[src/rtl/memdep_pkg.sv]
package memdep_pkg;

    // Table command codes carried on cmd_op.
    typedef enum logic [2:0] {
        OP_IDLE      = 3'd0,
        OP_ST_INSERT = 3'd1,
        OP_LD_INSERT = 3'd2,
        OP_ST_ISSUED = 3'd3,
        OP_VIOLATION = 3'd4,
        OP_SQUASH    = 3'd5,
        OP_CLEAR     = 3'd6,
        OP_SPARE     = 3'd7
    } op_e;

endpackage

[src/rtl/memdep_set_table.sv]
// First-level table: instruction index -> dependence-set number.
module memdep_set_table #(
    parameter int DEPTH = 16,
    parameter int ID_W  = 3,
    localparam int IDX_W = $clog2(DEPTH)
) (
    input  logic             clk,
    input  logic             rst_n,
    input  logic             wipe,
    input  logic [IDX_W-1:0] look_idx,
    output logic             look_valid,
    output logic [ID_W-1:0]  look_id,
    input  logic [IDX_W-1:0] st_idx,
    output logic             st_valid,
    output logic [ID_W-1:0]  st_id,
    input  logic [IDX_W-1:0] ld_idx,
    output logic             ld_valid,
    output logic [ID_W-1:0]  ld_id,
    input  logic             wr_st_en,
    input  logic [ID_W-1:0]  wr_st_id,
    input  logic             wr_ld_en,
    input  logic [ID_W-1:0]  wr_ld_id
);

    logic [DEPTH-1:0] vld;
    logic [ID_W-1:0]  ids [DEPTH];

    for (genvar e = 0; e < DEPTH; e++) begin : g_entry
        logic            v_q;
        logic [ID_W-1:0] id_q;

        always_ff @(posedge clk) begin
            if (!rst_n) begin
                v_q  <= 1'b0;
                id_q <= '0;
            end else if (wipe) begin
                v_q  <= 1'b0;
            end else if (wr_ld_en && ld_idx == IDX_W'(e)) begin
                v_q  <= 1'b1;
                id_q <= wr_ld_id;
            end else if (wr_st_en && st_idx == IDX_W'(e)) begin
                v_q  <= 1'b1;
                id_q <= wr_st_id;
            end
        end

        assign vld[e] = v_q;
        assign ids[e] = id_q;
    end

    assign look_valid = vld[look_idx];
    assign look_id    = ids[look_idx];
    assign st_valid   = vld[st_idx];
    assign st_id      = ids[st_idx];
    assign ld_valid   = vld[ld_idx];
    assign ld_id      = ids[ld_idx];

endmodule

[src/rtl/memdep_last_store.sv]
// Second-level table: set number -> last fetched store (sequence, thread).
module memdep_last_store #(
    parameter int DEPTH = 8,
    parameter int SEQ_W = 8,
    parameter int TID_W = 1,
    localparam int ID_W = $clog2(DEPTH)
) (
    input  logic             clk,
    input  logic             rst_n,
    input  logic             wipe,
    input  logic [ID_W-1:0]  look_id,
    output logic             look_valid,
    output logic [SEQ_W-1:0] look_seq,
    input  logic             ins_en,
    input  logic [ID_W-1:0]  ins_id,
    input  logic [SEQ_W-1:0] ins_seq,
    input  logic [TID_W-1:0] ins_tid,
    input  logic             iss_en,
    input  logic [ID_W-1:0]  iss_id,
    input  logic [SEQ_W-1:0] iss_seq,
    input  logic             sq_en,
    input  logic [TID_W-1:0] sq_tid,
    input  logic [SEQ_W-1:0] sq_seq
);

    logic [DEPTH-1:0] vld;
    logic [SEQ_W-1:0] seqs [DEPTH];

    for (genvar e = 0; e < DEPTH; e++) begin : g_entry
        logic             v_q;
        logic [SEQ_W-1:0] seq_q;
        logic [TID_W-1:0] tid_q;
        logic             iss_hit;
        logic             sq_hit;

        assign iss_hit = iss_en && iss_id == ID_W'(e) && v_q && seq_q == iss_seq;
        assign sq_hit  = sq_en && v_q && tid_q == sq_tid && seq_q > sq_seq;

        always_ff @(posedge clk) begin
            if (!rst_n) begin
                v_q   <= 1'b0;
                seq_q <= '0;
                tid_q <= '0;
            end else if (wipe) begin
                v_q   <= 1'b0;
            end else if (ins_en && ins_id == ID_W'(e)) begin
                v_q   <= 1'b1;
                seq_q <= ins_seq;
                tid_q <= ins_tid;
            end else if (iss_hit || sq_hit) begin
                v_q   <= 1'b0;
            end
        end

        assign vld[e]  = v_q;
        assign seqs[e] = seq_q;
    end

    assign look_valid = vld[look_id];
    assign look_seq   = seqs[look_id];

endmodule

[src/rtl/memdep_wipe_timer.sv]
// Counts lookups and raises a one-cycle wipe at the programmed period.
module memdep_wipe_timer #(
    parameter int CNT_W = 16
) (
    input  logic             clk,
    input  logic             rst_n,
    input  logic             tick,
    input  logic [CNT_W-1:0] period,
    input  logic             force_clr,
    output logic             wipe
);

    logic [CNT_W-1:0] cnt_q;
    logic [CNT_W:0]   cnt_next;
    logic             limit_hit;

    assign cnt_next  = {1'b0, cnt_q} + 1'b1;
    assign limit_hit = tick && (period != '0) && (cnt_next >= {1'b0, period});
    assign wipe      = force_clr || limit_hit;

    always_ff @(posedge clk) begin
        if (!rst_n) begin
            cnt_q <= '0;
        end else if (wipe) begin
            cnt_q <= '0;
        end else if (tick) begin
            cnt_q <= cnt_next[CNT_W-1:0];
        end
    end

endmodule

[src/rtl/memdep_predictor.sv]
module memdep_predictor
    import memdep_pkg::*;
#(
    parameter int PC_W         = 16,
    parameter int SEQ_W        = 8,
    parameter int TID_W        = 1,
    parameter int SET_ENTRIES  = 16,
    parameter int LAST_ENTRIES = 8,
    parameter int PC_SHIFT     = 2,
    parameter int PERIOD_W     = 16
) (
    input  logic                clk,
    input  logic                rst_n,
    input  logic [PERIOD_W-1:0] clear_period,
    input  logic                lookup_valid,
    input  logic [PC_W-1:0]     lookup_pc,
    input  logic [2:0]          cmd_op,
    input  logic [PC_W-1:0]     cmd_pc,
    input  logic [PC_W-1:0]     cmd_pc2,
    input  logic [SEQ_W-1:0]    cmd_seq,
    input  logic [TID_W-1:0]    cmd_tid,
    output logic [SEQ_W-1:0]    dep_seq
);

    localparam int SIDX_W = $clog2(SET_ENTRIES);
    localparam int ID_W   = $clog2(LAST_ENTRIES);

    // Set number given to a pair that has no set yet.
    function automatic logic [ID_W-1:0] fresh_set(input logic [PC_W-1:0] pc);
        logic [PC_W-1:0] mix;
        mix = pc ^ (pc >> 10);
        return ID_W'(mix % PC_W'(LAST_ENTRIES));
    endfunction

    function automatic logic [SIDX_W-1:0] set_index(input logic [PC_W-1:0] pc);
        return SIDX_W'((pc >> PC_SHIFT) & PC_W'(SET_ENTRIES - 1));
    endfunction

    op_e              op;
    logic [SIDX_W-1:0] look_idx, st_idx, ld_idx;
    logic             look_sv, st_sv, ld_sv;
    logic [ID_W-1:0]  look_id, st_id, ld_id;
    logic             wr_st_en, wr_ld_en;
    logic [ID_W-1:0]  wr_st_id, wr_ld_id;
    logic             ins_en, iss_en, sq_en, clr_req;
    logic             wipe;
    logic             look_lv;
    logic [SEQ_W-1:0] look_seq;
    logic [ID_W-1:0]  hash_id, low_id;

    assign op       = op_e'(cmd_op);
    assign look_idx = set_index(lookup_pc);
    assign st_idx   = set_index(cmd_pc);
    assign ld_idx   = set_index(cmd_pc2);
    assign hash_id  = fresh_set(cmd_pc);
    assign low_id   = (st_id < ld_id) ? st_id : ld_id;

    // Command decode into table write enables.
    always_comb begin
        wr_st_en = 1'b0;
        wr_ld_en = 1'b0;
        wr_st_id = '0;
        wr_ld_id = '0;
        ins_en   = 1'b0;
        iss_en   = 1'b0;
        sq_en    = 1'b0;
        clr_req  = 1'b0;
        unique case (op)
            OP_IDLE, OP_LD_INSERT, OP_SPARE: ;
            OP_ST_INSERT: ins_en = st_sv && (cmd_seq != '0);
            OP_ST_ISSUED: iss_en = st_sv;
            OP_VIOLATION: begin
                unique case ({st_sv, ld_sv})
                    2'b00: begin
                        wr_st_en = 1'b1;
                        wr_ld_en = 1'b1;
                        wr_st_id = hash_id;
                        wr_ld_id = hash_id;
                    end
                    2'b10: begin
                        wr_ld_en = 1'b1;
                        wr_ld_id = st_id;
                    end
                    2'b01: begin
                        wr_st_en = 1'b1;
                        wr_st_id = ld_id;
                    end
                    default: begin
                        wr_st_en = 1'b1;
                        wr_ld_en = 1'b1;
                        wr_st_id = low_id;
                        wr_ld_id = low_id;
                    end
                endcase
            end
            OP_SQUASH: sq_en = 1'b1;
            OP_CLEAR:  clr_req = 1'b1;
        endcase
    end

    memdep_set_table #(
        .DEPTH (SET_ENTRIES),
        .ID_W  (ID_W)
    ) u_set_table (
        .clk        (clk),
        .rst_n      (rst_n),
        .wipe       (wipe),
        .look_idx   (look_idx),
        .look_valid (look_sv),
        .look_id    (look_id),
        .st_idx     (st_idx),
        .st_valid   (st_sv),
        .st_id      (st_id),
        .ld_idx     (ld_idx),
        .ld_valid   (ld_sv),
        .ld_id      (ld_id),
        .wr_st_en   (wr_st_en),
        .wr_st_id   (wr_st_id),
        .wr_ld_en   (wr_ld_en),
        .wr_ld_id   (wr_ld_id)
    );

    memdep_last_store #(
        .DEPTH (LAST_ENTRIES),
        .SEQ_W (SEQ_W),
        .TID_W (TID_W)
    ) u_last_store (
        .clk        (clk),
        .rst_n      (rst_n),
        .wipe       (wipe),
        .look_id    (look_id),
        .look_valid (look_lv),
        .look_seq   (look_seq),
        .ins_en     (ins_en),
        .ins_id     (st_id),
        .ins_seq    (cmd_seq),
        .ins_tid    (cmd_tid),
        .iss_en     (iss_en),
        .iss_id     (st_id),
        .iss_seq    (cmd_seq),
        .sq_en      (sq_en),
        .sq_tid     (cmd_tid),
        .sq_seq     (cmd_seq)
    );

    memdep_wipe_timer #(
        .CNT_W (PERIOD_W)
    ) u_wipe_timer (
        .clk       (clk),
        .rst_n     (rst_n),
        .tick      (lookup_valid),
        .period    (clear_period),
        .force_clr (clr_req),
        .wipe      (wipe)
    );

    assign dep_seq = (lookup_valid && look_sv && look_lv) ? look_seq : '0;

endmodule

[config.mk]
export PLATFORM = sky130hd
export DESIGN_NAME = memdep_predictor
export DESIGN_NICKNAME = d
export VERILOG_FILES = /design/src/rtl/memdep_pkg.sv /design/src/rtl/memdep_set_table.sv /design/src/rtl/memdep_last_store.sv /design/src/rtl/memdep_wipe_timer.sv /design/src/rtl/memdep_predictor.sv
export SDC_FILE = /design/constraint.sdc
export NUM_CORES = 1
export LEC_CHECK = 0
export BUFFER_PORTS_ARGS = -buffer_cell sky130_fd_sc_hd__buf_2
export CAP_MARGIN = 10
export CELL_PAD_IN_SITES_DETAIL_PLACEMENT = 1
export CELL_PAD_IN_SITES_GLOBAL_PLACEMENT = 1
export CORE_UTILIZATION = 50
export DETAILED_ROUTE_END_ITERATION = 8
export HOLD_SLACK_MARGIN = 0.08
export PLACE_DENSITY = 0.85
export RECOVER_POWER = 50
export SYNTH_ARGS = -nofsm -noshare
export SYNTH_HDL_FRONTEND = slang
export SYNTH_SLANG_ARGS = --single-unit
[constraint.sdc]
create_clock -name clk -period 6.47 [get_ports clk]
set_input_delay 0.3235 -clock clk [delete_from_list [all_inputs] [get_ports clk]]
set_output_delay 0.3235 -clock clk [all_outputs]
set_load 0.01 [all_outputs]
==> impl_metrics.csv <==
group,metric,value,unit
synth,synth-async-reset-ratio,0,%
placed_design,dp_hpwl,26800,um
cts,cts_tree,"yes",
power_and_ir_drop,power_leakage,5.24,nW
grt,grt_pass1_vias,10900,
routing,drtIter0Drc,1183,
critical_path,required,6.81,ns
placed_design,io_buffers,55,
status,violations,"capacitance limit, slew limit",
routing,drt-vias-per-instance,6.93,
synth,synth_nets,1390,
finish,finalNetCount,1386,
routing,routed_wirelength,39200,um
min_path,hold_path.class,"in -> reg",
finish,seq_area,3200,um2
critical_path,cp_data_arrival_time,5.80,ns
cts,htree_levels,4,
run,max_cap_violations,1,
synth,ys_ff_latch,160,
grt,overflow,0,
finish,multiInputGateArea,7690,um2
die,start_util,51.1,%
grt,grt_pass1_wl,61700,um
finish,area_delta_synth_final,7.00,%
cts,root_buffer,"clkbuf_16",
cts,clock_latency,0.45,ns
synth,ys_seq_area_share,27.7,%
power_and_ir_drop,ir_drop,116,uV
routing,post_drt_wl_per_cell,25.7,um
synth,synth_top_area_cell,"dfxtp_1",
critical_path,crit_path_max_fanout,16,
grt,grtUsageTotal,33.8,%
finish,postLayoutCellArea,12400,um2
cts,clkSinkCount,160,
synth,synth_most_common_cell,"dfxtp_1",
die,die_x,154,um
synth,syn_avg_cell_area,9.42,um2
sta,rsz0062_at_grt,"false",
sta,hold_viol,0,
synth,synth-edff-count,0,
cts,cts_setup_buffers,0,
finish,drive_gt1_share,14.7,%
sta,clock_skew,0.0148,ns
sta,timing.fmax,183,MHz
sta,whs,0.276,ns
sta,tns,0,ns
cts,cts_hold_buf,0,
synth,synthCells,1228,
critical_path,max_stage_delay,0.69,ns
cts,cts_resized,0,
critical_path,setup.worst_path.start_class,"register",
die,fp.dieH,154,um
critical_path,cp_slowest_cell,"a311o_2",
grt,antenna_found_initial,0,
cts,numCtsBuffers,17,
finish,fillers,2576,
synth,synth_top_area_share,27.7,%
sta,maxSlewViolCount,17,
die,ioPinCount,87,
critical_path,path_cells,"ha_1 > nand3_1 > nor3_1 > and4_1 > nand3_1 > xnor2_1 > ha_1 > nand4_1 > or2_2 > nor4_1 > a311o_1 > a21oi_1 > nand2_1 > a311o_2 > o32ai_1",
routing,vias,10500,
cts,path_clk_slew,0.07,ns
power_and_ir_drop,p_per_area,187,nW/um2
routing,drt_pre_antenna_iters,5,
synth,synth_area,11600,um2
synth,ys.flop_type,"dfxtp_1",
routing,drcViolationCount,0,
synth,synthTopCellsByArea,"dfxtp_1 (28%), mux4_2 (13%), mux2i_1 (10%)",
sta,worst_pin_slew,1.63,ns
status,status,"finished, violations left",
critical_path,worstSetupEndpointType,"register",
critical_path,path_class,"reg -> reg",
sta,min_period,5.46,ns
synth,ys_types,78,
die,rows,55,
sta,setup_viol,0,
cts,cts_buffer_depth,2,
synth,synth_warnings,0,
placed_design,gp_congestion,0.865,
sta,fin_crit_sh,84.3,%
die,core,22600,um2
die,dieArea,23700,um2
routing,ant_nets,0,
sta,relSlewSlack,-8.56,%
placed_design,place_area,11800,um2
synth,netlist_top_cells_count,"dfxtp_1 (160), nor2_1 (138), mux2i_1 (120)",
grt,grt_max_degree,83,
finish,diodes,0,
## per-layer routing
| layer | routed length, um | GRT usage [%] | vias up |
|---|---|---|---|
| met5 | 0 | 0 | - |
| met4 | 1550 | 16.0 | 0 |
| met3 | 3070 | 5.89 | 137 |
| met2 | 18400 | 54.1 | 586 |
| met1 | 16100 | 44.2 | 5266 |
| li1 | - | - | 4554 |
## metrics by stage
step                setup slack [ns]  total power, mW  cells  util, %
finish                          1.01             2.31   1522     54.7
CTS                             1.33             2.31   1522     54.9
detailed placement              1.33             1.25   1490     52.2
global placement                1.55             1.24   1490     52.2
floorplan                       2.55             1.17   1228        -
global route                   0.786             2.37   1522     54.7
## final timing paths
path | startpoint | to | slack, ns | cells after the start
max | u_wipe_timer.cnt_q[0] | u_set_table.g_entry[5].id_q[1] | 1.01 | 15
min | cmd_seq[3] | u_last_store.g_entry[2].seq_q[3] | 0.28 | 3
max reg2reg | u_wipe_timer.cnt_q[0] | u_set_table.g_entry[5].id_q[1] | 1.01 | 15
min reg2reg | u_set_table.g_entry[1].v_q | u_set_table.g_entry[1].v_q | 0.48 | 2
## report_power, final
group	internal, mW	switching [mW]	total (mW)
logic	0.0759	0.168	0.244
registers	0.988	0.00489	0.993
clock network	0.599	0.478	1.08
total	1.66	0.651	2.31
## worst max-delay path: cells and delay by family (launching register included)
kind	cells	cell delay (ns)
AND/OR/NAND/NOR	8	2.18
AO/OA/AOI/OAI	4	1.93
adder cells (fa/ha/maj)	2	0.56
flip-flops	1	0.46
XOR/XNOR	1	0.19
## cell type report
class,count,area share [%]
multi-input cells,932,62.2
flip-flops and latches,160,25.9
clock buffers,20,3.69
well taps,285,2.88
repair buffers,65,2.71
inverters,48,1.46
clock inverters,12,1.22
## flip-flops by register name, summed over array words and instances, names as in the netlist
| signal | flops |
|---|---|
| u_last_store.g_entry.seq_q | 64 |
| u_last_store.g_entry.tid_q | 8 |
| u_last_store.g_entry.v_q | 8 |
| u_set_table.g_entry.id_q | 48 |
| u_set_table.g_entry.v_q | 16 |
| u_wipe_timer.cnt_q | 16 |
## cell families after synthesis
| family | Yosys count | synth area share (%) |
|---|---|---|
| AOI/OAI and AO/OA | 222 | 13.6 |
| xor gates and xnor gates | 40 | 3.03 |
| adders and majority gates | 83 | 8.98 |
| buffers and inverters | 136 | 5.50 |
| DFF | 160 | 27.7 |
| muxes | 193 | 24.6 |
| and+or+nand+nor | 394 | 16.7 |
## placed cells by master (no fill, tap or decap), types with 15 or more instances in the layout
master | Yosys | layout
a21oi_1 | 56 | 56
buf_2 | 27 | 49
clkbuf_16 | 0 | 17
dfxtp_1 | 160 | 160
ha_1 | 83 | 83
inv_1 | 47 | 47
mux2i_1 | 120 | 120
mux4_2 | 66 | 66
nand2_1 | 75 | 75
nand3_1 | 36 | 38
nand4_1 | 32 | 32
nor2_1 | 138 | 138
nor2b_1 | 20 | 20
nor3_1 | 24 | 29
o211ai_1 | 15 | 15
o21a_1 | 28 | 28
o21ai_0 | 37 | 37
xor2_1 | 26 | 26
No activity file was read; power rests on OpenSTA's default activity.
